<file path="config.mk">
export PLATFORM = sky130hd
export DESIGN_NAME = serial_frame_tx
export DESIGN_NICKNAME = d
export VERILOG_FILES = /design/src/rtl/sft_pkg.sv /design/src/rtl/sft_framer.sv /design/src/rtl/sft_pacer.sv /design/src/rtl/sft_shifter.sv /design/src/rtl/serial_frame_tx.sv
export SDC_FILE = /design/constraint.sdc
export NUM_CORES = 1
export LEC_CHECK = 0
export CORE_ASPECT_RATIO = 0.5
export CORE_UTILIZATION = 47
export CTS_CLUSTER_DIAMETER = 50
export CTS_CLUSTER_SIZE = 24
export DETAILED_ROUTE_END_ITERATION = 16
export HOLD_SLACK_MARGIN = 0.15
export PLACE_DENSITY = 0.73
export SYNTH_ARGS = -nofsm -noshare
export SYNTH_HDL_FRONTEND = slang
export SYNTH_SLANG_ARGS = --single-unit
</file>
<file path="constraint.sdc">
create_clock -name clk -period 1.7 [get_ports clk]
set_input_delay 0.34 -clock clk [delete_from_list [all_inputs] [get_ports clk]]
set_output_delay 0.34 -clock clk [all_outputs]
set_load 0.05 [all_outputs]
</file>
<file path="src/rtl/sft_pkg.sv">
package sft_pkg;
  typedef struct packed {
    logic lsb_first;
    logic pol;
    logic sync;
    logic parity;
    logic inv;
  } tx_cfg_t;
endpackage

</file>
<file path="src/rtl/sft_framer.sv">
module sft_framer #(
  parameter int DATA_W  = 8,
  parameter int FRAME_W = DATA_W + 3,
  parameter int CNT_W   = $clog2(FRAME_W + 1)
) (
  input  logic [DATA_W-1:0]  data_i,
  input  sft_pkg::tx_cfg_t   cfg_i,
  output logic [FRAME_W-1:0] frame_o,
  output logic [CNT_W-1:0]   nbits_o
);
  // Position 0 of the result leaves the line first.
  function automatic logic [DATA_W-1:0] line_order(input logic [DATA_W-1:0] d,
                                                   input logic lsb_first);
    logic [DATA_W-1:0] r;
    for (int i = 0; i < DATA_W; i++)
      r[i] = lsb_first ? d[i] : d[DATA_W-1-i];
    return r;
  endfunction

  function automatic logic even_par(input logic [DATA_W-1:0] d);
    return ^d;
  endfunction

  logic [DATA_W-1:0] wire_bits;
  assign wire_bits = data_i ^ {DATA_W{cfg_i.inv}};

  always_comb begin
    frame_o                = '1;
    frame_o[0]             = 1'b0;
    frame_o[DATA_W:1]      = line_order(wire_bits, cfg_i.lsb_first);
    if (cfg_i.parity) begin
      frame_o[DATA_W+1] = even_par(wire_bits);
      nbits_o           = CNT_W'(DATA_W + 3);
    end else begin
      nbits_o           = CNT_W'(DATA_W + 2);
    end
  end
endmodule

</file>
<file path="src/rtl/sft_pacer.sv">
module sft_pacer (
  input  logic clk,
  input  logic rst_n,
  input  logic busy_i,
  input  logic sync_i,
  input  logic tick_i,
  input  logic last_i,
  output logic launch_o,
  output logic finish_o,
  output logic phase_o
);
  logic phase_q;
  logic boundary;

  // A bit boundary: every tick in asynchronous mode, every other tick in synchronous mode.
  assign boundary = tick_i && busy_i && (!sync_i || !phase_q);
  assign launch_o = boundary && !last_i;
  assign finish_o = boundary && last_i;
  assign phase_o  = phase_q;

  always_ff @(posedge clk or negedge rst_n) begin
    if (!rst_n)
      phase_q <= 1'b0;
    else if (tick_i && busy_i && sync_i && !finish_o)
      phase_q <= ~phase_q;
  end
endmodule

</file>
<file path="src/rtl/sft_shifter.sv">
module sft_shifter #(
  parameter int FRAME_W = 11,
  parameter int CNT_W   = $clog2(FRAME_W + 1)
) (
  input  logic               clk,
  input  logic               rst_n,
  input  logic               load_i,
  input  logic [FRAME_W-1:0] frame_i,
  input  logic [CNT_W-1:0]   nbits_i,
  input  logic               launch_i,
  input  logic               finish_i,
  output logic               txd_o,
  output logic               busy_o,
  output logic               done_o,
  output logic               last_o,
  output logic               at_start_o
);
  logic [FRAME_W-1:0] sreg_q;
  logic [CNT_W-1:0]   cnt_q;
  logic [CNT_W-1:0]   nbits_q;

  assign last_o     = (cnt_q == nbits_q);
  assign at_start_o = (cnt_q == '0);

  always_ff @(posedge clk or negedge rst_n) begin
    if (!rst_n) begin
      sreg_q  <= '1;
      cnt_q   <= '0;
      nbits_q <= '0;
      txd_o   <= 1'b1;
      busy_o  <= 1'b0;
      done_o  <= 1'b0;
    end else begin
      done_o <= 1'b0;
      if (load_i) begin
        sreg_q  <= frame_i;
        nbits_q <= nbits_i;
        cnt_q   <= '0;
        busy_o  <= 1'b1;
      end else if (launch_i) begin
        txd_o  <= sreg_q[0];
        sreg_q <= {1'b1, sreg_q[FRAME_W-1:1]};
        cnt_q  <= cnt_q + 1'b1;
      end else if (finish_i) begin
        busy_o <= 1'b0;
        done_o <= 1'b1;
        txd_o  <= 1'b1;
      end
    end
  end
endmodule

</file>
<file path="src/rtl/serial_frame_tx.sv">
module serial_frame_tx #(
  parameter int DATA_W = 8
) (
  input  logic              clk,
  input  logic              rst_n,
  input  logic              cfg_lsb_first,
  input  logic              cfg_pol,
  input  logic              cfg_sync,
  input  logic              cfg_parity,
  input  logic              cfg_inv,
  input  logic [DATA_W-1:0] in_data,
  input  logic              in_valid,
  output logic              in_ready,
  input  logic              baud_tick,
  output logic              txd,
  output logic              xck,
  output logic              tx_done
);
  localparam int FRAME_W = DATA_W + 3;
  localparam int CNT_W   = $clog2(FRAME_W + 1);

  sft_pkg::tx_cfg_t cfg_live, cfg_q;
  logic busy, load, launch, finish, last, phase, at_start;
  logic sync_q, pol_q;
  logic [FRAME_W-1:0] frame;
  logic [CNT_W-1:0]   nbits;

  assign cfg_live = '{lsb_first: cfg_lsb_first, pol: cfg_pol, sync: cfg_sync,
                      parity: cfg_parity, inv: cfg_inv};
  assign in_ready = !busy;
  assign load     = in_valid && in_ready;
  assign sync_q   = cfg_q.sync;
  assign pol_q    = cfg_q.pol;

  always_ff @(posedge clk or negedge rst_n) begin
    if (!rst_n)
      cfg_q <= '0;
    else if (load)
      cfg_q <= cfg_live;
  end

  sft_framer #(.DATA_W(DATA_W), .FRAME_W(FRAME_W), .CNT_W(CNT_W)) u_framer (
    .data_i (in_data),
    .cfg_i  (cfg_live),
    .frame_o(frame),
    .nbits_o(nbits)
  );

  sft_pacer u_pacer (
    .clk     (clk),
    .rst_n   (rst_n),
    .busy_i  (busy),
    .sync_i  (sync_q),
    .tick_i  (baud_tick),
    .last_i  (last),
    .launch_o(launch),
    .finish_o(finish),
    .phase_o (phase)
  );

  sft_shifter #(.FRAME_W(FRAME_W), .CNT_W(CNT_W)) u_shifter (
    .clk       (clk),
    .rst_n     (rst_n),
    .load_i    (load),
    .frame_i   (frame),
    .nbits_i   (nbits),
    .launch_i  (launch),
    .finish_i  (finish),
    .txd_o     (txd),
    .busy_o    (busy),
    .done_o    (tx_done),
    .last_o    (last),
    .at_start_o(at_start)
  );

  assign xck = busy ? (pol_q ^ phase) : cfg_pol;
endmodule

</file>
[Word level (Yosys, flattened, before mapping)]
Cells that the tools add are included.
Word-level totals
  word-level logic and storage cells: 58
  output and inout bits: 4
  input bits: 17
  bits in registers: 25
Cells by class
  add/subtract/negate cells: 1
  mux-type cells: 23
  reduce and logical (&&, ||, !) cells: 19
  eq/ne operators: 2
  bitwise gates (word level): 4
Operator list (count)
  2-to-1 mux 11 bit: 2
  2-to-1 mux 1 bit: 19
  2-to-1 mux 4 bit: 2
  parity 8 bit: 1
  bitwise XOR 8 bit: 1
  logical AND 1 bit: 7
  nonzero test 2 bit: 3
  logical NOT 1 bit: 5
  adder 4 x 1 -> 4 bit (second input constant): 1
  == test 4 bit: 1
  AND reduction 2 bit: 2
  inequality test 2 bit (second input constant): 1
  inverter 1 bit: 2
  logical OR 1 bit: 1
  bitwise XOR 1 bit: 1

[Longest topological paths before layout]
Gate-level depths: netlist (run 1).
  depth in word-level cells: 7
  mapped depth: 6

[By module]
A second synthesis (run 1) with hierarchy kept.
Second synthesis, totals
  cell total of the unflattened synthesis: 143
  area, all modules: 1556.5 um^2
Modules (own cells, without submodules)
  sft_shifter: area an instance 1089.8 um^2, cells an instance 93, instances 1
  sft_framer: area an instance 277.8 um^2, cells an instance 34, instances 1
  serial_frame_tx: area an instance 115.1 um^2, cells an instance 9, instances 1
  sft_pacer: area an instance 73.8 um^2, cells an instance 7, instances 1

[Least setup slack after synthesis (run 1)]
No wires, ideal clock.
  path type: reg-to-output
  start: reg u_shifter.busy_o
  end: out xck
  cell stages (with the launch flop): 4
  required time: 1.360 ns
  buffers on the path: 1
  arrival time: 1.371 ns
  slack: -0.011 ns
  cells stage by stage: dfrtp_1 > clkbuf_1 > nor2_1 > a21oi_1
On the way
  cells in the longest elaborated chain, start to end: 1
RTL lines
  from (decl): line sft_shifter.sv:13  | output logic busy_o,
  from (signal assigned): line sft_shifter.sv:31  | busy_o <= 1'b0;
  from (signal assigned): line sft_shifter.sv:39  | busy_o <= 1'b1;
  from (signal assigned): line sft_shifter.sv:45  | busy_o <= 1'b0;
  2-to-1 mux 1 bit: line serial_frame_tx.sv:76  | assign xck = busy ? (pol_q ^ phase) : cfg_pol;
  to (decl): line serial_frame_tx.sv:16  | output logic xck,
No other way between the ends.

[Final worst setup path (run 1)]
  start: reg u_shifter.nbits_q[1]
  end: reg u_shifter.sreg_q[4]
On the way
  cells in the longest elaborated chain, start to end: 4
RTL lines
  from (decl): line sft_shifter.sv:20  | logic [CNT_W-1:0] nbits_q;
  from (signal assigned): line sft_shifter.sv:37  | nbits_q <= nbits_i;
  == test 4 bit: line sft_shifter.sv:22  | assign last_o = (cnt_q == nbits_q);
  logical NOT 1 bit: line sft_pacer.sv:17  | assign launch_o = boundary && !last_i;
  logical AND 1 bit: line sft_pacer.sv:17
  nonzero test 2 bit (no source line)
  to (signal assigned): line sft_shifter.sv:36  | sreg_q <= frame_i;
  to (signal assigned): line sft_shifter.sv:42  | sreg_q <= {1'b1, sreg_q[FRAME_W-1:1]};
  to (decl): line sft_shifter.sv:18  | logic [FRAME_W-1:0] sreg_q;
No other way between the ends.
A chain may end at the register's enable or synchronous reset.

==> results of run 1 <==
worst max-delay path, stage by stage, from the launching register on:
cell	delay, ns
dfrtp_1	0.40
or3_4	0.39
a211oi_4	0.33
o21ai_4	0.17
mux2_4	0.33
power by group:
part           internal [W]  switching [W]
Combinational      0.000806       0.000676
Clock              0.000315       0.000170
Sequential         0.000853       0.000205
Total               0.00197        0.00105
synthesized netlist by cell type:
master,instances,area [um^2]
nand2_1,21,78.83
dfrtp_1,11,275.3
dfstp_2,11,289.0
xor2_1,10,87.58
mux2i_1,9,90.09
o21ai_0,8,40.04
xnor2_1,8,70.07
mux2_4,7,105.1
nor2_1,7,26.28
nand3_1,5,25.02
a21oi_1,3,15.01
clkbuf_1,3,11.26
a22o_2,2,20.02
nand2b_1,2,12.51
a211o_2,1,10.01
a211oi_4,1,20.02
a21o_1,1,7.510
a221o_1,1,10.01
buf_1,1,3.750
buf_2,1,5.000
ha_1,1,12.51
inv_1,1,3.750
mux2_2,1,11.26
nor2b_1,1,6.260
nor3_1,1,5.000
nor3b_1,1,7.510
o21ai_4,1,16.27
o22a_1,1,8.760
or3_4,1,11.26
layout make-up:
class / instances / area (um^2)
multi-input combinational: 94 / 711.9
fill: 185 / 651.9
sequential: 22 / 564.3
timing repair buffer: 35 / 340.3
tap: 35 / 43.79
clock buffer: 3 / 41.29
clock inverter: 1 / 30.03
inverter: 1 / 3.754
worst max-delay path by stage:
stage	startpoint	to	slack, ns	cells after the start
3_5_place_dp	cfg_lsb_first	u_shifter.sreg_q[4]	-0.09	6
5_1_grt	u_shifter.cnt_q[3]	u_shifter.sreg_q[3]	-0.04	4
2_1_floorplan	u_shifter.cnt_q[1]	u_shifter.sreg_q[8]	0.03	4
4_1_cts	u_shifter.nbits_q[1]	u_shifter.sreg_q[4]	0.02	4
3_3_place_gp	cfg_lsb_first	u_shifter.sreg_q[1]	-0.09	6
6_report	u_shifter.nbits_q[1]	u_shifter.sreg_q[4]	0.01	4
kinds of logic (layout without fill, tap and decap cells):
family / after synthesis / count (layout) / share of synthesized area
AOI/OAI and AO/OA: 19 / 19 / 0.1149
xor gates and xnor gates: 18 / 18 / 0.1227
adders and majority gates: 1 / 1 / 0.009736
buffers and inverters: 6 / 40 / 0.01849
DFF: 22 / 22 / 0.4391
muxes: 17 / 17 / 0.1607
and+or+nand+nor: 39 / 39 / 0.1344
per-layer routing:
layer  wire, um  up-vias  global-route usage
met5          0        -                   0
met4         34        0             0.08173
met3         81        4             0.04706
met2       1050       22              0.3409
met1       1273      445              0.2500
li1           -      484                   -
sequential cells by signal, summed over array words and instances (netlist names):
name               cells
u_shifter.sreg_q      10
sync_q                 1
u_shifter.done_o       1
u_shifter.busy_o       1
u_shifter.cnt_q        4
u_pacer.phase_o        1
pol_q                  1
u_shifter.txd_o        1
u_shifter.nbits_q      2
stage by stage:
stage | cells | setup TNS (ns)
after floorplan | 122 | 0
after global placement | 187 | -0.4291
after detailed placement | 187 | -0.6193
after CTS | 192 | 0
after global routing | 191 | -0.2880
final | 191 | 0
repair_timing:
item,4_1_cts,5_1_grt
endpoints found under the setup margin,11,9
pin swaps,3,0
setup buffers,2,0
resized for setup,2,1
hold endpoints to repair,0,0
hold buffers,0,0
==> metrics.cfg, run 1 <==
[placement]
gp_congestion = 0.7483
io_buffers = 20
detailed_place_hpwl_mm = 1.755
place_area_um2 = 1665
dp_slack_ns = -0.09459

[worst_setup_path]
path_class = flop to flop
crit_fanout = 8
worstReg2RegEnd = u_shifter.sreg_q[4]
r2r-start = u_shifter.nbits_q[1]
cp.required_ns = 1.90
critPathArrivalTime_ns = 1.89
cp-start-kind = flop
r2r.worst_path.cells = 4
regToRegSetupSlack_ns = 0.01
endpoint_kind = flop

[clock_tree]
cts_made_buffers = 3
cts_root_buffer = clkbuf_8
clock_path_buffers = 2
htreeDepth = 1
cts.sinks = 22
clkTransAtPathRegs_ns = 0.08
clkLatencyLatePin_ns = 0.27
cts_tree = built

[pwr]
vdd_ir_drop_max_mv = 0.7071
power_density_nw_per_um2 = 1743
power_leakage_nw = 0.7877
power_w = 0.003025

[routing]
drtPass1Iterations = 4
antenna_left = 0
wire_per_inst_um = 12.77
via_per_inst = 5.000
drc = 0
wirelength_mm = 2.439
num_vias = 955
drt_iter0_markers = 47

[grt]
first_global_vias = 936
antenna_found_initial = 0
grt_max_degree = 23
track_usage = 0.1982
grt-ovfl-total = 0
grt_pass1_wl_mm = 4.340

[logic_synthesis]
synth_warnings = 0
ys_seq_area_frac = 0.4391
synth.distinct_cells = 29
netlist_instances = 122
synth_seq_cells = 22
synth_area_um2 = 1285
synth.avg_cell_area_um2 = 10.53
syn_nets = 140

[min_path]
hold_class = input pin to asynchronous set/reset pin

[sta]
worstMarginPinSlew_ns = 0.3892
fin_crit_sh = 0.9930
worst_hold_slack_ns = 0.4091
fin_worst_skew_ns = 0.004916
final_hold_viol_count = 0
fmax_mhz = 592.4
timing.slew.headroom = 0.7396
final.min_clock_period_ns = 1.688
rsz0062_at_grt = true
slew_violations = 0
fin_ws_ns = 0.01194
setup_viol_count_final = 0

[cells_and_area]
syn_to_final_growth_pct = 35.05
fin_area_um2 = 1735
drive_gt1_frac = 0.3333
layout.nets = 175
final_common_cell = nand2_1
layout_common_cells = nand2_1 (21), clkdlybuf4s50_1 (16), buf_4 (16)
diodes = 0
final_core_util = 0.7269

[floorplan]
die-area_um2 = 2960
start_util = 0.5383
rows = 12
die_x_um = 75.95
die_h_um = 38.98
core-area_um2 = 2387
num_io_pins = 21

[flow_run]
drv_cap = 0

[run_status]
status = completed

No activity file was read; power rests on OpenSTA's default activity.
==> run 2, diff against run 1 <==
--- a/config.mk
+++ b/config.mk
@@ -7,11 +7,12 @@
 export LEC_CHECK = 0
 export CORE_ASPECT_RATIO = 0.5
-export CORE_UTILIZATION = 47
+export CORE_UTILIZATION = 49
 export CTS_CLUSTER_DIAMETER = 50
 export CTS_CLUSTER_SIZE = 24
 export DETAILED_ROUTE_END_ITERATION = 16
 export HOLD_SLACK_MARGIN = 0.15
-export PLACE_DENSITY = 0.73
+export PLACE_DENSITY = 0.74
 export SYNTH_ARGS = -nofsm -noshare
 export SYNTH_HDL_FRONTEND = slang
+export SYNTH_HIERARCHICAL = 1
 export SYNTH_SLANG_ARGS = --single-unit
==> constraint.sdc (replaced) <==
create_clock -name clk -period 1.7 [get_ports clk]
set_input_delay 0.34 -clock clk [delete_from_list [all_inputs] [get_ports clk]]
set_output_delay 0.34 -clock clk [all_outputs]
set_load 0.01 [all_outputs]
==> run 2 against run 1 <==
  * The run now ends with setup timing left
  * Maximum frequency shrank 1.1%
  * Combinational power is essentially flat
  * Via count grew 7.4%
  * Global-route usage shrank 3.5 points
  * Critical path type unchanged
  * Critical endpoint is now u_shifter/cnt_q[2]
  * Largest cell class unchanged
  * Highest routed layer is now met3
==> metrics.cfg, run 2 <==
[worst_setup_path]
cp-start-kind = flop
crit_fanout = 7
critPathArrivalTime_ns = 1.91
cp.required_ns = 1.91
regToRegSetupSlack_ns = -0.007
crit_cells = 6
worstReg2RegEnd = u_shifter/cnt_q[2]
endpoint_kind = flop
slowest_delay_ns = 0.40
critPathBufInv = 1
crit_chain = xor2_1 -> nor4_2 -> and4b_4 -> buf_4 -> a21bo_1 -> a21oi_2
setup.worst_path.start = u_shifter/cnt_q[1]
r2r-start = u_shifter/cnt_q[1]
path_class = flop to flop
r2r.worst_path.cells = 6
crit_family = simple AND/OR/NAND/NOR gates
endpoint = u_shifter/cnt_q[2]
critPathSlowestCell = dfrtp_1

[cells_and_area]
reg_top3 = u_shifter/sreg_q: 11 flops, u_shifter/cnt_q: 4 flops, u_shifter/nbits_q: 4 flops
final_core_util = 0.6959
largest-register = u_shifter/sreg_q
diodes = 0
layout.nets = 190
largest_reg_flops = 11
syn_to_final_growth_pct = 25.69
final_common_cell = mux2i_1
drive_gt1_frac = 0.2882
layout_common_cells = mux2i_1 (19), clkdlybuf4s50_1 (18), xnor2_1 (17)

[logic_synthesis]
synth_warnings = 6
netlist_instances = 142
synth_area_um2 = 1549
synth.avg_cell_area_um2 = 10.91

[routing]
drc = 0
wirelength_mm = 2.602
drt_iter0_markers = 36
drtPass1Iterations = 4
wire_per_inst_um = 12.57
num_vias = 1026
via_per_inst = 4.957
antenna_left = 0

[sta]
setup_viol_count_final = 3
final_hold_viol_count = 0
fin_crit_sh = 1.004
fin_worst_skew_ns = 0.01004
slew_violations = 0
fmax_mhz = 585.8
final.min_clock_period_ns = 1.707
fin_ws_ns = -0.007083
rsz0062_at_grt = true
setup_tns_ns = -0.01129

[run_status]
violations = setup timing
status = complete, but fails checks

[pwr]
combPwrFrac = 0.498
clkPwrFrac = 0.115
power_leakage_nw = 0.8442
switching_share = 0.3360
power_frac_seq = 0.387
switchingPower_w = 0.001014
vdd_ir_drop_max_mv = 0.6729
intPower_w = 0.002003
power_density_nw_per_um2 = 1549

[grt]
grt_pass1_wl_mm = 4.312
antenna_found_initial = 0
grt_max_degree = 26
first_global_vias = 989
track_usage = 0.1637
grt-ovfl-total = 0

[floorplan]
rows = 13
num_io_pins = 21
die-area_um2 = 3404
start_util = 0.5537
die_h_um = 41.76
die_x_um = 81.52
core-area_um2 = 2798

[clock_tree]
cts_made_buffers = 3
cts_tree = built
hold_buffers = 0
cts.sinks = 25
cts_root_buffer = clkbuf_8
clkTransAtPathRegs_ns = 0.09
clkLatencyLatePin_ns = 0.27
clock_path_buffers = 2
htreeDepth = 1

[flow_run]
drv_cap = 0

[placement]
gp_congestion = 0.6824
detailed_place_hpwl_mm = 1.763
io_buffers = 20

[min_path]
hold_class = input pin to asynchronous set/reset pin

[run 2: power groups by stage]
stage          Clock [W]  Combinational (W)  Sequential [W]
2_1_floorplan          0           0.000959         0.00117
3_3_place_gp           0            0.00134         0.00116
3_5_place_dp           0            0.00138         0.00118
4_1_cts         0.000352            0.00138         0.00117
5_1_grt         0.000387            0.00165         0.00121
6_report        0.000347            0.00150         0.00117
[run 2: worst reg2reg max path, cell delays in order, from the launching register on]
cell and delay [ns]:
dfrtp_1 0.40, xor2_1 0.18, nor4_2 0.32, and4b_4 0.30, buf_4 0.16, a21bo_1 0.17
a21oi_2 0.11
[run 2: layer usage]
layer	vias to the layer above	share of wire	global-route usage	wire [um]
met5	-	0	0	0
met4	0	0	0.02143	0
met3	0	0.020	0.03956	53
met2	20	0.48	0.2850	1257
met1	486	0.50	0.2100	1290
li1	520	-	-	-
[run 2: how the worst min path moves through the flow]
stage | start | end | slack (ns) | cells after the start
finish | rst_n | u_shifter/cnt_q[1] | 0.43 | 2
global route | rst_n | u_shifter/cnt_q[1] | 0.44 | 2
CTS | rst_n | u_shifter/cnt_q[1] | 0.43 | 2
detailed placement | u_shifter/txd_o | u_shifter/txd_o | 0.46 | 2
global placement | u_shifter/txd_o | u_shifter/txd_o | 0.46 | 2
floorplan | rst_n | pol_q | 0.04 | 0
[run 2: area by class of cell]
| type | instances | area [um^2] |
|---|---|---|
| multi-input cells | 102 | 814.5 |
| clock buffers | 3 | 41.29 |
| well taps | 37 | 46.29 |
| clock inverters | 1 | 5.005 |
| flip-flops and latches | 25 | 643.1 |
| repair buffers | 35 | 381.6 |
| fillers | 239 | 850.8 |
| inverters | 4 | 15.01 |
[run 2: repair_timing]
item	CTS	global route
pin swaps	0	3
endpoints found under the setup margin	15	16
cloned	0	1
buffers inserted	0	1
resized for setup	4	9
[run 2: per-stage QoR]
stage / cell area, um^2 / hold slack (ns) / instances / worst slack, ns / power, W
5_1_grt: 1947 / 0.4431 / 207 / -0.08904 / 0.003247
4_1_cts: 1893 / 0.4294 / 205 / 0.01009 / 0.002903
3_3_place_gp: 1844 / 0.4554 / 201 / -0.1427 / 0.002500
3_5_place_dp: 1844 / 0.4593 / 201 / -0.1628 / 0.002554
6_report: 1947 / 0.4276 / 207 / -0.007083 / 0.003017
2_1_floorplan: 1577 / 0.04441 / 145 / -0.06107 / 0.002132
==> run 3, diff against run 2 <==
- CAP_MARGIN: not set -> 5
==> results of run 3 <==
Same layout as run 2: the final DEF is identical, and so are final timing and power.
